`config.mk`:
```
export PLATFORM = sky130hd
export DESIGN_NAME = audio_ratio_detector
export DESIGN_NICKNAME = d
export VERILOG_FILES = /design/src/rtl/ard_pkg.sv /design/src/rtl/ard_edge_sync.sv /design/src/rtl/ard_period_meter.sv /design/src/rtl/ard_mode_filter.sv /design/src/rtl/ard_strobe_gen.sv /design/src/rtl/audio_ratio_detector.sv
export SDC_FILE = /design/constraint.sdc
export NUM_CORES = 1
export LEC_CHECK = 0
export ABC_CLOCK_PERIOD_IN_PS = 3300
export BUFFER_PORTS_ARGS = -buffer_cell sky130_fd_sc_hd__buf_2
export CAP_MARGIN = 30
export CORE_UTILIZATION = 56
export DETAILED_ROUTE_END_ITERATION = 10
export GPL_TIMING_DRIVEN = 1
export PLACE_DENSITY = 0.86
export SLEW_MARGIN = 30
export SYNTH_ARGS = -nofsm -noshare
export SYNTH_HDL_FRONTEND = slang
export SYNTH_SLANG_ARGS = --single-unit
export TNS_END_PERCENT = 30
```
`constraint.sdc`:
```
create_clock -name mclk -period 3.3 [get_ports mclk]
set_input_delay 0.66 -clock mclk [delete_from_list [all_inputs] [get_ports mclk]]
set_output_delay 0.66 -clock mclk [all_outputs]
set_load 0.005 [all_outputs]
```
`src/rtl/ard_pkg.sv`:
```
package ard_pkg;
  typedef enum logic [2:0] {
    RK_NONE = 3'd0,
    RK_128  = 3'd1,
    RK_192  = 3'd2,
    RK_256  = 3'd3,
    RK_384  = 3'd4,
    RK_512  = 3'd5
  } ratio_kind_e;

  function automatic ratio_kind_e classify(input int cycles);
    case (cycles)
      128:     return RK_128;
      192:     return RK_192;
      256:     return RK_256;
      384:     return RK_384;
      512:     return RK_512;
      default: return RK_NONE;
    endcase
  endfunction

  function automatic int ratio_of(input ratio_kind_e k);
    case (k)
      RK_128:  return 128;
      RK_192:  return 192;
      RK_256:  return 256;
      RK_384:  return 384;
      RK_512:  return 512;
      default: return 0;
    endcase
  endfunction

  function automatic logic is_fast(input ratio_kind_e k);
    return (k == RK_128) || (k == RK_192);
  endfunction
endpackage

```
`src/rtl/ard_edge_sync.sv`:
```
module ard_edge_sync (
  input  logic clk,
  input  logic rst_n,
  input  logic async_in,
  output logic rise
);
  logic [2:0] sh;
  always_ff @(posedge clk) begin
    if (!rst_n) sh <= '0;
    else        sh <= {sh[1:0], async_in};
  end
  assign rise = sh[1] & ~sh[2];
endmodule

```
`src/rtl/ard_period_meter.sv`:
```
module ard_period_meter
  import ard_pkg::*;
#(
  parameter int CNT_W = 10
) (
  input  logic        clk,
  input  logic        rst_n,
  input  logic        rise,
  output logic        meas,
  output ratio_kind_e meas_kind
);
  localparam logic [CNT_W-1:0] CNT_MAX = '1;

  logic [CNT_W-1:0] cnt;
  logic             seen;
  logic [CNT_W:0]   period;

  assign period    = {1'b0, cnt} + 1'b1;
  assign meas      = rise && seen;
  assign meas_kind = classify(int'(period));

  always_ff @(posedge clk) begin
    if (!rst_n) begin
      cnt  <= '0;
      seen <= 1'b0;
    end else if (rise) begin
      cnt  <= '0;
      seen <= 1'b1;
    end else if (cnt != CNT_MAX) begin
      cnt <= cnt + 1'b1;
    end
  end
endmodule

```
`src/rtl/ard_mode_filter.sv`:
```
module ard_mode_filter
  import ard_pkg::*;
(
  input  logic        clk,
  input  logic        rst_n,
  input  logic        meas,
  input  ratio_kind_e meas_kind,
  output ratio_kind_e kind_q,
  output logic        bad_q,
  output ratio_kind_e kind_nx,
  output logic        run_nx
);
  ratio_kind_e last_q, last_nx;
  logic        run_q, bad_nx;

  always_comb begin
    kind_nx = kind_q;
    bad_nx  = bad_q;
    run_nx  = run_q;
    last_nx = last_q;
    if (meas) begin
      last_nx = meas_kind;
      if (meas_kind == RK_NONE) begin
        bad_nx = 1'b1;
        run_nx = 1'b0;
      end else if (meas_kind == last_q) begin
        kind_nx = meas_kind;
        bad_nx  = 1'b0;
        run_nx  = 1'b1;
      end
    end
  end

  always_ff @(posedge clk) begin
    if (!rst_n) begin
      kind_q <= RK_NONE;
      last_q <= RK_NONE;
      bad_q  <= 1'b0;
      run_q  <= 1'b0;
    end else begin
      kind_q <= kind_nx;
      last_q <= last_nx;
      bad_q  <= bad_nx;
      run_q  <= run_nx;
    end
  end
endmodule

```
`src/rtl/ard_strobe_gen.sv`:
```
module ard_strobe_gen
  import ard_pkg::*;
#(
  parameter int CNT_W     = 10,
  parameter int MOD_BASE  = 128,
  parameter int MOD_FAST  = 64,
  parameter int INTERP    = 4
) (
  input  logic        clk,
  input  logic        rst_n,
  input  logic        frame_start,
  input  logic        run_nx,
  input  ratio_kind_e kind_nx,
  output logic        stb_interp,
  output logic        stb_hold,
  output logic        stb_mod
);
  localparam int IDX_W = $clog2(MOD_BASE) + 1;
  localparam logic [IDX_W-1:0] N_BASE  = IDX_W'(MOD_BASE);
  localparam logic [IDX_W-1:0] N_FAST  = IDX_W'(MOD_FAST);
  localparam logic [IDX_W-1:0] GM_BASE = IDX_W'(MOD_BASE / INTERP - 1);
  localparam logic [IDX_W-1:0] GM_FAST = IDX_W'(MOD_FAST / INTERP - 1);

  logic             run_r, fast_r;
  logic [CNT_W:0]   ratio_r, acc, sum;
  logic [IDX_W-1:0] idx, n_cur, grp_m1;

  assign n_cur  = fast_r ? N_FAST : N_BASE;
  assign grp_m1 = fast_r ? GM_FAST : GM_BASE;
  assign sum    = acc + (CNT_W+1)'(n_cur);

  always_ff @(posedge clk) begin
    if (!rst_n) begin
      run_r <= 1'b0; fast_r <= 1'b0; ratio_r <= '0; acc <= '0; idx <= '0;
      stb_mod <= 1'b0; stb_interp <= 1'b0; stb_hold <= 1'b0;
    end else begin
      stb_mod <= 1'b0; stb_interp <= 1'b0; stb_hold <= 1'b0;
      if (frame_start) begin
        run_r   <= run_nx;
        fast_r  <= is_fast(kind_nx);
        ratio_r <= (CNT_W+1)'(ratio_of(kind_nx));
        acc     <= '0;
        if (run_nx) begin
          stb_mod    <= 1'b1;
          stb_interp <= 1'b1;
          idx        <= IDX_W'(1);
        end else begin
          idx <= '0;
        end
      end else if (run_r && idx < n_cur) begin
        if (sum >= ratio_r) begin
          acc     <= sum - ratio_r;
          stb_mod <= 1'b1;
          if ((idx & grp_m1) == '0) stb_interp <= 1'b1;
          else                      stb_hold   <= 1'b1;
          idx <= idx + 1'b1;
        end else begin
          acc <= sum;
        end
      end
    end
  end
endmodule

```
`src/rtl/audio_ratio_detector.sv`:
```
module audio_ratio_detector
  import ard_pkg::*;
#(
  parameter int CNT_W    = 10,
  parameter int MOD_BASE = 128,
  parameter int MOD_FAST = 64,
  parameter int INTERP   = 4
) (
  input  logic mclk,
  input  logic rst_n,
  input  logic lrck_in,
  output logic mode_known,
  output logic mode_fast,
  output logic ratio_bad,
  output logic stb_interp,
  output logic stb_hold,
  output logic stb_mod
);
  logic        rise, meas, run_nx;
  ratio_kind_e meas_kind, kind_q, kind_nx;

  ard_edge_sync u_sync (
    .clk(mclk), .rst_n(rst_n), .async_in(lrck_in), .rise(rise)
  );

  ard_period_meter #(.CNT_W(CNT_W)) u_meter (
    .clk(mclk), .rst_n(rst_n), .rise(rise), .meas(meas), .meas_kind(meas_kind)
  );

  ard_mode_filter u_filt (
    .clk(mclk), .rst_n(rst_n), .meas(meas), .meas_kind(meas_kind),
    .kind_q(kind_q), .bad_q(ratio_bad), .kind_nx(kind_nx), .run_nx(run_nx)
  );

  ard_strobe_gen #(
    .CNT_W(CNT_W), .MOD_BASE(MOD_BASE), .MOD_FAST(MOD_FAST), .INTERP(INTERP)
  ) u_gen (
    .clk(mclk), .rst_n(rst_n), .frame_start(rise), .run_nx(run_nx),
    .kind_nx(kind_nx), .stb_interp(stb_interp), .stb_hold(stb_hold),
    .stb_mod(stb_mod)
  );

  assign mode_known = (kind_q != RK_NONE);
  assign mode_fast  = is_fast(kind_q);
endmodule

```
Word-level counts from Yosys, hierarchy flattened. Index checks and enable logic that the tools add are counted.

$add $sub $neg: 5. Multiply operators: 0. Divide/modulo/power cells: 0. $lt $le $gt $ge: 2. Equal/unequal tests: 14. Shift-type cells: 0. Mux-type cells: 26. Bitwise logic cells: 6. Reductions and logical operators: 14.

Operators by type and width (number): 10-bit case mux with 5 select lines (1); 8-bit two-way mux (4); 11-bit by 8-bit equality test with 1-bit output, second input constant (2); 11-bit by 9-bit equality test with 1-bit output, second input constant (2); 1-bit two-way mux (15); 3-bit case mux with 5 select lines (1); 10-bit by 1-bit adder with 11-bit output, second input constant (1); 11-bit by 8-bit adder with 11-bit output (1); 11-bit by 10-bit equality test with 1-bit output, second input constant (1); 11-bit >= comparator (1); 11-bit two-way mux (1); 11-bit subtractor (1); 10-bit by 1-bit adder with 10-bit output, second input constant (1); 10-bit != test, second input constant (1); 3-bit by 2-bit equality test with 1-bit output, second input constant (3); 3-bit two-way mux (3); 8-bit by 1-bit adder with 8-bit output, second input constant (1); 8-bit bitwise AND (1); 8-bit zero test (1); 8-bit less-than comparator (1); 3-bit by 1-bit equality test with 1-bit output, second input constant (2); 3-bit equality test, second input constant (2); 2-bit nonzero test (3); 5-bit two-way mux (1); other kinds (10) (16).

Bits in registers: 57. Bits in latches: 0. RAM bits: 0. Memory bits (read-only): 0. Input port bits: 3. Output and inout port bits: 6. Word-level logic and storage cells: 82. Memories kept: 0.

Depth between registers and ports, before layout.
Word-level depth: 9. Mapped depth: 14. Mapped depth without buffers: 14.

Hierarchy. A second synthesis with hierarchy kept.

Cell total of the unflattened synthesis: 304. Area total of the unflattened synthesis: 2666.3 sq um.

Modules (own cells, without submodules): ard_strobe_gen (instances 1, cells an instance 153, area each 1366.3 sq um, seq. area each 440.4 sq um); ard_period_meter (instances 1, cells an instance 99, area each 762.0 sq um, seq. area each 220.2 sq um); ard_mode_filter (instances 1, cells an instance 42, area each 426.7 sq um, seq. area each 160.2 sq um); ard_edge_sync (instances 1, cells an instance 7, area each 92.6 sq um, seq. area each 60.1 sq um); audio_ratio_detector (instances 1, cells an instance 3, area each 18.8 sq um, seq. area each 0.0 sq um).

Least setup slack after synthesis. OpenSTA, ideal clock, no wires.

Path kind: register -> register. From: register u_meter.cnt[0]. To: register u_gen.ratio_r[8]. Library setup time: 74 ps. Arrival time: 3117 ps. Required time: 3226 ps. Setup slack: 109 ps. Cell stages (with the launch flop): 12. Path buffers: 2. Clock period less this slack: 3191 ps. Cells stage by stage: dfxtp_1 -> buf_4 -> and3_4 -> buf_6 -> a2111o_1 -> and3_4 -> a2111oi_4 -> xor2_2 -> o41a_1 -> or2_4 -> or3b_1 -> a31oi_1.

Longest elaborated chain between the ends: 9. Elaborated cells between the ends (all ways): 18. Those cells by class: 1 x add/sub; 11 x eq/ne; 5 x mux; 1 x reduce/logical.

Ends and longest elaborated chain: start, declared (line ard_period_meter.sv:14) `logic [CNT_W-1:0] cnt;`; start signal, assigned (line ard_period_meter.sv:30) `cnt <= cnt + 1'b1;`; 10-bit by 1-bit adder with 11-bit output (*) (line ard_period_meter.sv:18) `assign period = {1'b0, cnt} + 1'b1;`; 11-bit by 10-bit equality test with 1-bit output, or another cell as far along (line ard_pkg.sv:12) `case (cycles)`; 3-bit case mux with 5 select lines (*) (line ard_pkg.sv:12); 3-bit equality test (line ard_mode_filter.sv:26) `end else if (meas_kind == last_q) begin`; 3-bit two-way mux (line ard_mode_filter.sv:26); 3-bit two-way mux (*) (line ard_mode_filter.sv:23) `if (meas_kind == RK_NONE) begin`; 3-bit two-way mux (*) (line ard_mode_filter.sv:21) `if (meas) begin`; 3-bit equality test, or another cell as far along (line ard_pkg.sv:23) `case (k)`; 10-bit case mux with 5 select lines (*) (line ard_pkg.sv:23); end signal, assigned (line ard_strobe_gen.sv:41) `ratio_r <= (CNT_W+1)'(ratio_of(kind_nx));`; end, declared (line ard_strobe_gen.sv:25) `logic [CNT_W:0] ratio_r, acc, sum;`.

Every way passes the cells marked *; elsewhere a longest branch is shown, timed or not. A chain may end at the register's enable or synchronous reset.

Worst setup path in the final report. Same ends and word-level chain as after synthesis.

==> out/qor.yml <==
nets: 373
yosys_warnings: 0
clk_path_buf_depth: 2
powerDensity_nw_per_um2: 330
num_vias: 2505
finalCritPeriodShare_pct: 95.2
clock_latency_ps: 310
arrival_ps: 3390
synth_top_area_cell: "dfxtp_1"
dr.pass1.iters: 4
synth.net_count: 356
ys_seq_area_share_pct: 30.6
irDropWorstVdd_mv: 0.203
ys_types: 71
leakagePower_nw: 1.19
netlist_top_cells_area: "dfxtp_1 31%, a21oi_1 4.9%, ha_1 4.8%"
die_h_um: 73.7
outcome: "complete, no violations"
cts_tree: "yes"
pwr-share-clk_pct: 41.4
syn_inst: 340
synth_edf_count: 0
htreeDepth: 2
wl_met1_mm: 2.92
numClockSinks: 44
setup_viol: 0
wl_mm: 6.36
reg2reg_depth: 10
postCtsHoldBufs: 0
port_buffers: 8
chipWidth_um: 73.7
finalMaxSlewViolations: 0
grt_pass1_vias: 2336
wire_per_inst_um: 15.0
topRoutingLayerUsed: "met4"
pre_cts_ws_ps: 33.0
yosys-top-cells-count: "44 x dfxtp_1, 33 x nor2_1, 30 x nand2_1"
hold_depth: 1
die_area_sq_um: 5430
antenna_cells: 0
path_class: "flip-flop to flip-flop"
core_sq_um: 4850
fill_cells: 386
hold_viol_final: 0
grt_max_degree: 24
min_period_ps: 3140
p_int_w: 0.000792
crit_required_ps: 3540
met3WireLength_um: 183
numCtsBuffers: 5
root_buffer: "clkbuf_8"
p_sw_w: 0.000251
rows: 25
dp_hpwl_mm: 4.46
area_delta_synth_final_pct: 9.82
antenna_found_initial: 0
max_slew_margin_pct: 48.3
setup_tns_ps: 0
max_freq_ghz: 0.318
start_util_pct: 59.4
viasPerCell: 5.89
start_kind: "flip-flop"
grt_pass1_wl_mm: 10.5
drive_gt1_share_pct: 20.7
netlist.area_leader.share_pct: 30.6
clk_pin_slew_ps: 90
met2_wirelength_mm: 3.06
grt_usage_pct: 25.2
ys_ff_latch: 44
tightest_slew_ps: 774
worst_slack_ps: 158
pin_count: 9
regArea_sq_um: 883
multi_input_area_sq_um: 1820
cap_violations: 0
drt-initial-drc-count: 157
power.share.switching_pct: 24.1
comb_power_share_pct: 6.8
cp-end-kind: "flip-flop"
fin_skew_ps: 10.5
synth_flop_cell: "dfxtp_1"
ant_nets: 0
drc: 0
netlist_area_sq_um: 2880
avgSynthCellArea_sq_um: 8.47
gp_congestion: 0.960
hold_class: "flip-flop to flip-flop"
grt_overflow: 0
p_seq_share_pct: 51.8
async_flop_share_pct: 0
yosysMostFrequentCell: "dfxtp_1"
worst-path-max-fanout: 7
==> placed cells by master, fill, tap and decap left out, types with 5 or more instances in the layout <==
| master | synthesis | final |
|---|---|---|
| or3_1 | 5 | 5 |
| nand4_1 | 11 | 11 |
| nor2_1 | 33 | 33 |
| o21ai_0 | 15 | 14 |
| xnor2_1 | 9 | 9 |
| buf_4 | 2 | 21 |
| nand3_1 | 11 | 11 |
| ha_1 | 11 | 11 |
| a21oi_1 | 28 | 27 |
| clkbuf_8 | 0 | 5 |
| inv_1 | 15 | 14 |
| and2_1 | 7 | 7 |
| dfxtp_1 | 44 | 42 |
| xor2_1 | 13 | 13 |
| buf_2 | 2 | 8 |
| nand2_1 | 30 | 30 |
| a21o_1 | 5 | 5 |
==> worst paths after layout <==
| path | slack, ps | start | end |
|---|---|---|---|
| worst max-delay path | 160 | u_meter.cnt[0]$_SDFFE_PP0P_ | u_gen.ratio_r[8]$_SDFFE_PN0P_ |
| worst min register to register | 450 | u_sync.sh[0]$_SDFF_PN0_ | u_sync.sh[1]$_SDFF_PN0_ |
| worst max register to register | 160 | u_meter.cnt[0]$_SDFFE_PP0P_ | u_gen.ratio_r[8]$_SDFFE_PN0P_ |
| worst min-delay path | 450 | u_sync.sh[0]$_SDFF_PN0_ | u_sync.sh[1]$_SDFF_PN0_ |
==> critical path: stages (launching register included) <==
cell      delay (ps)
dfxtp_1          340
ha_1             210
or3b_1           410
a211oi_2         250
or4_4            170
nand3_2          140
mux2i_4          260
o41a_1           470
or2_4            290
or3b_1           370
a31oi_1          150
==> routing by layer <==
| metal | track usage, % | up-vias |
|---|---|---|
| met2 | 43.0 | 48 |
| met3 | 4.94 | 22 |
| met4 | 10.7 | 0 |
| met1 | 30.6 | 1185 |
| li1 | - | 1250 |
| met5 | 0 | - |
==> cells by family (layout without fill, tap and decap cells) <==
kind of cell	Yosys count	count (layout)	share of synthesized area [%]
simple gates	135	135	25.8
fa+ha+maj	13	13	6.17
xor+xnor	23	23	7.25
flops	44	44	30.6
buf+inv	35	53	7.51
compound gates	87	87	21.2
mux	3	3	1.48
==> flip-flops by register name (all words and copies together) (netlist names) <==
register	count
u_gen.run_r	1
u_gen.idx	8
u_filt.kind_q	3
u_gen.stb_interp	1
u_gen.acc	5
u_filt.run_q	1
u_filt.last_q	3
u_gen.ratio_r	4
u_filt.bad_q	1
u_gen.stb_hold	1
u_sync.sh	3
u_meter.seen	1
u_meter.cnt	10
u_gen.fast_r	1
u_gen.stb_mod	1
==> timing repair <==
action                                  4_1_cts  5_1_grt
gates resized for setup                       0       14
endpoints found under the setup margin        0       11
setup buffers                                 0        2
==> through the flow <==
stage               util (%)  area, sq um  hold WS (ps)  power (W)  cells
floorplan                  -         2880           412   0.000606    340
global placement        61.7         2990           415   0.000618    415
detailed placement      61.7         2990           424   0.000619    415
CTS                     64.1         3110           447    0.00105    423
global route            65.2         3160           458    0.00108    425
finish                  65.2         3160           447    0.00104    425
==> power by group through the flow <==
stage | clock, W | sequential [W] | combinational (W)
6_report | 0.000432 | 0.000541 | 0.0000706
4_1_cts | 0.000440 | 0.000541 | 0.0000664
3_3_place_gp | 0 | 0.000553 | 0.0000650
3_5_place_dp | 0 | 0.000553 | 0.0000662
2_1_floorplan | 0 | 0.000553 | 0.0000537
5_1_grt | 0.000459 | 0.000542 | 0.0000777
==> layout make-up <==
cell class                      instances  share of cell area [%]
Tap cell                               67                    2.65
Timing Repair Buffer                   29                    6.25
Clock inverter                          3                    1.46
Clock buffer                            5                    2.18
Sequential cell                        44                    27.9
Inverter                               16                    1.90
Multi-Input combinational cell        261                    57.6
Note: power is estimated with default switching activity, not from simulation.
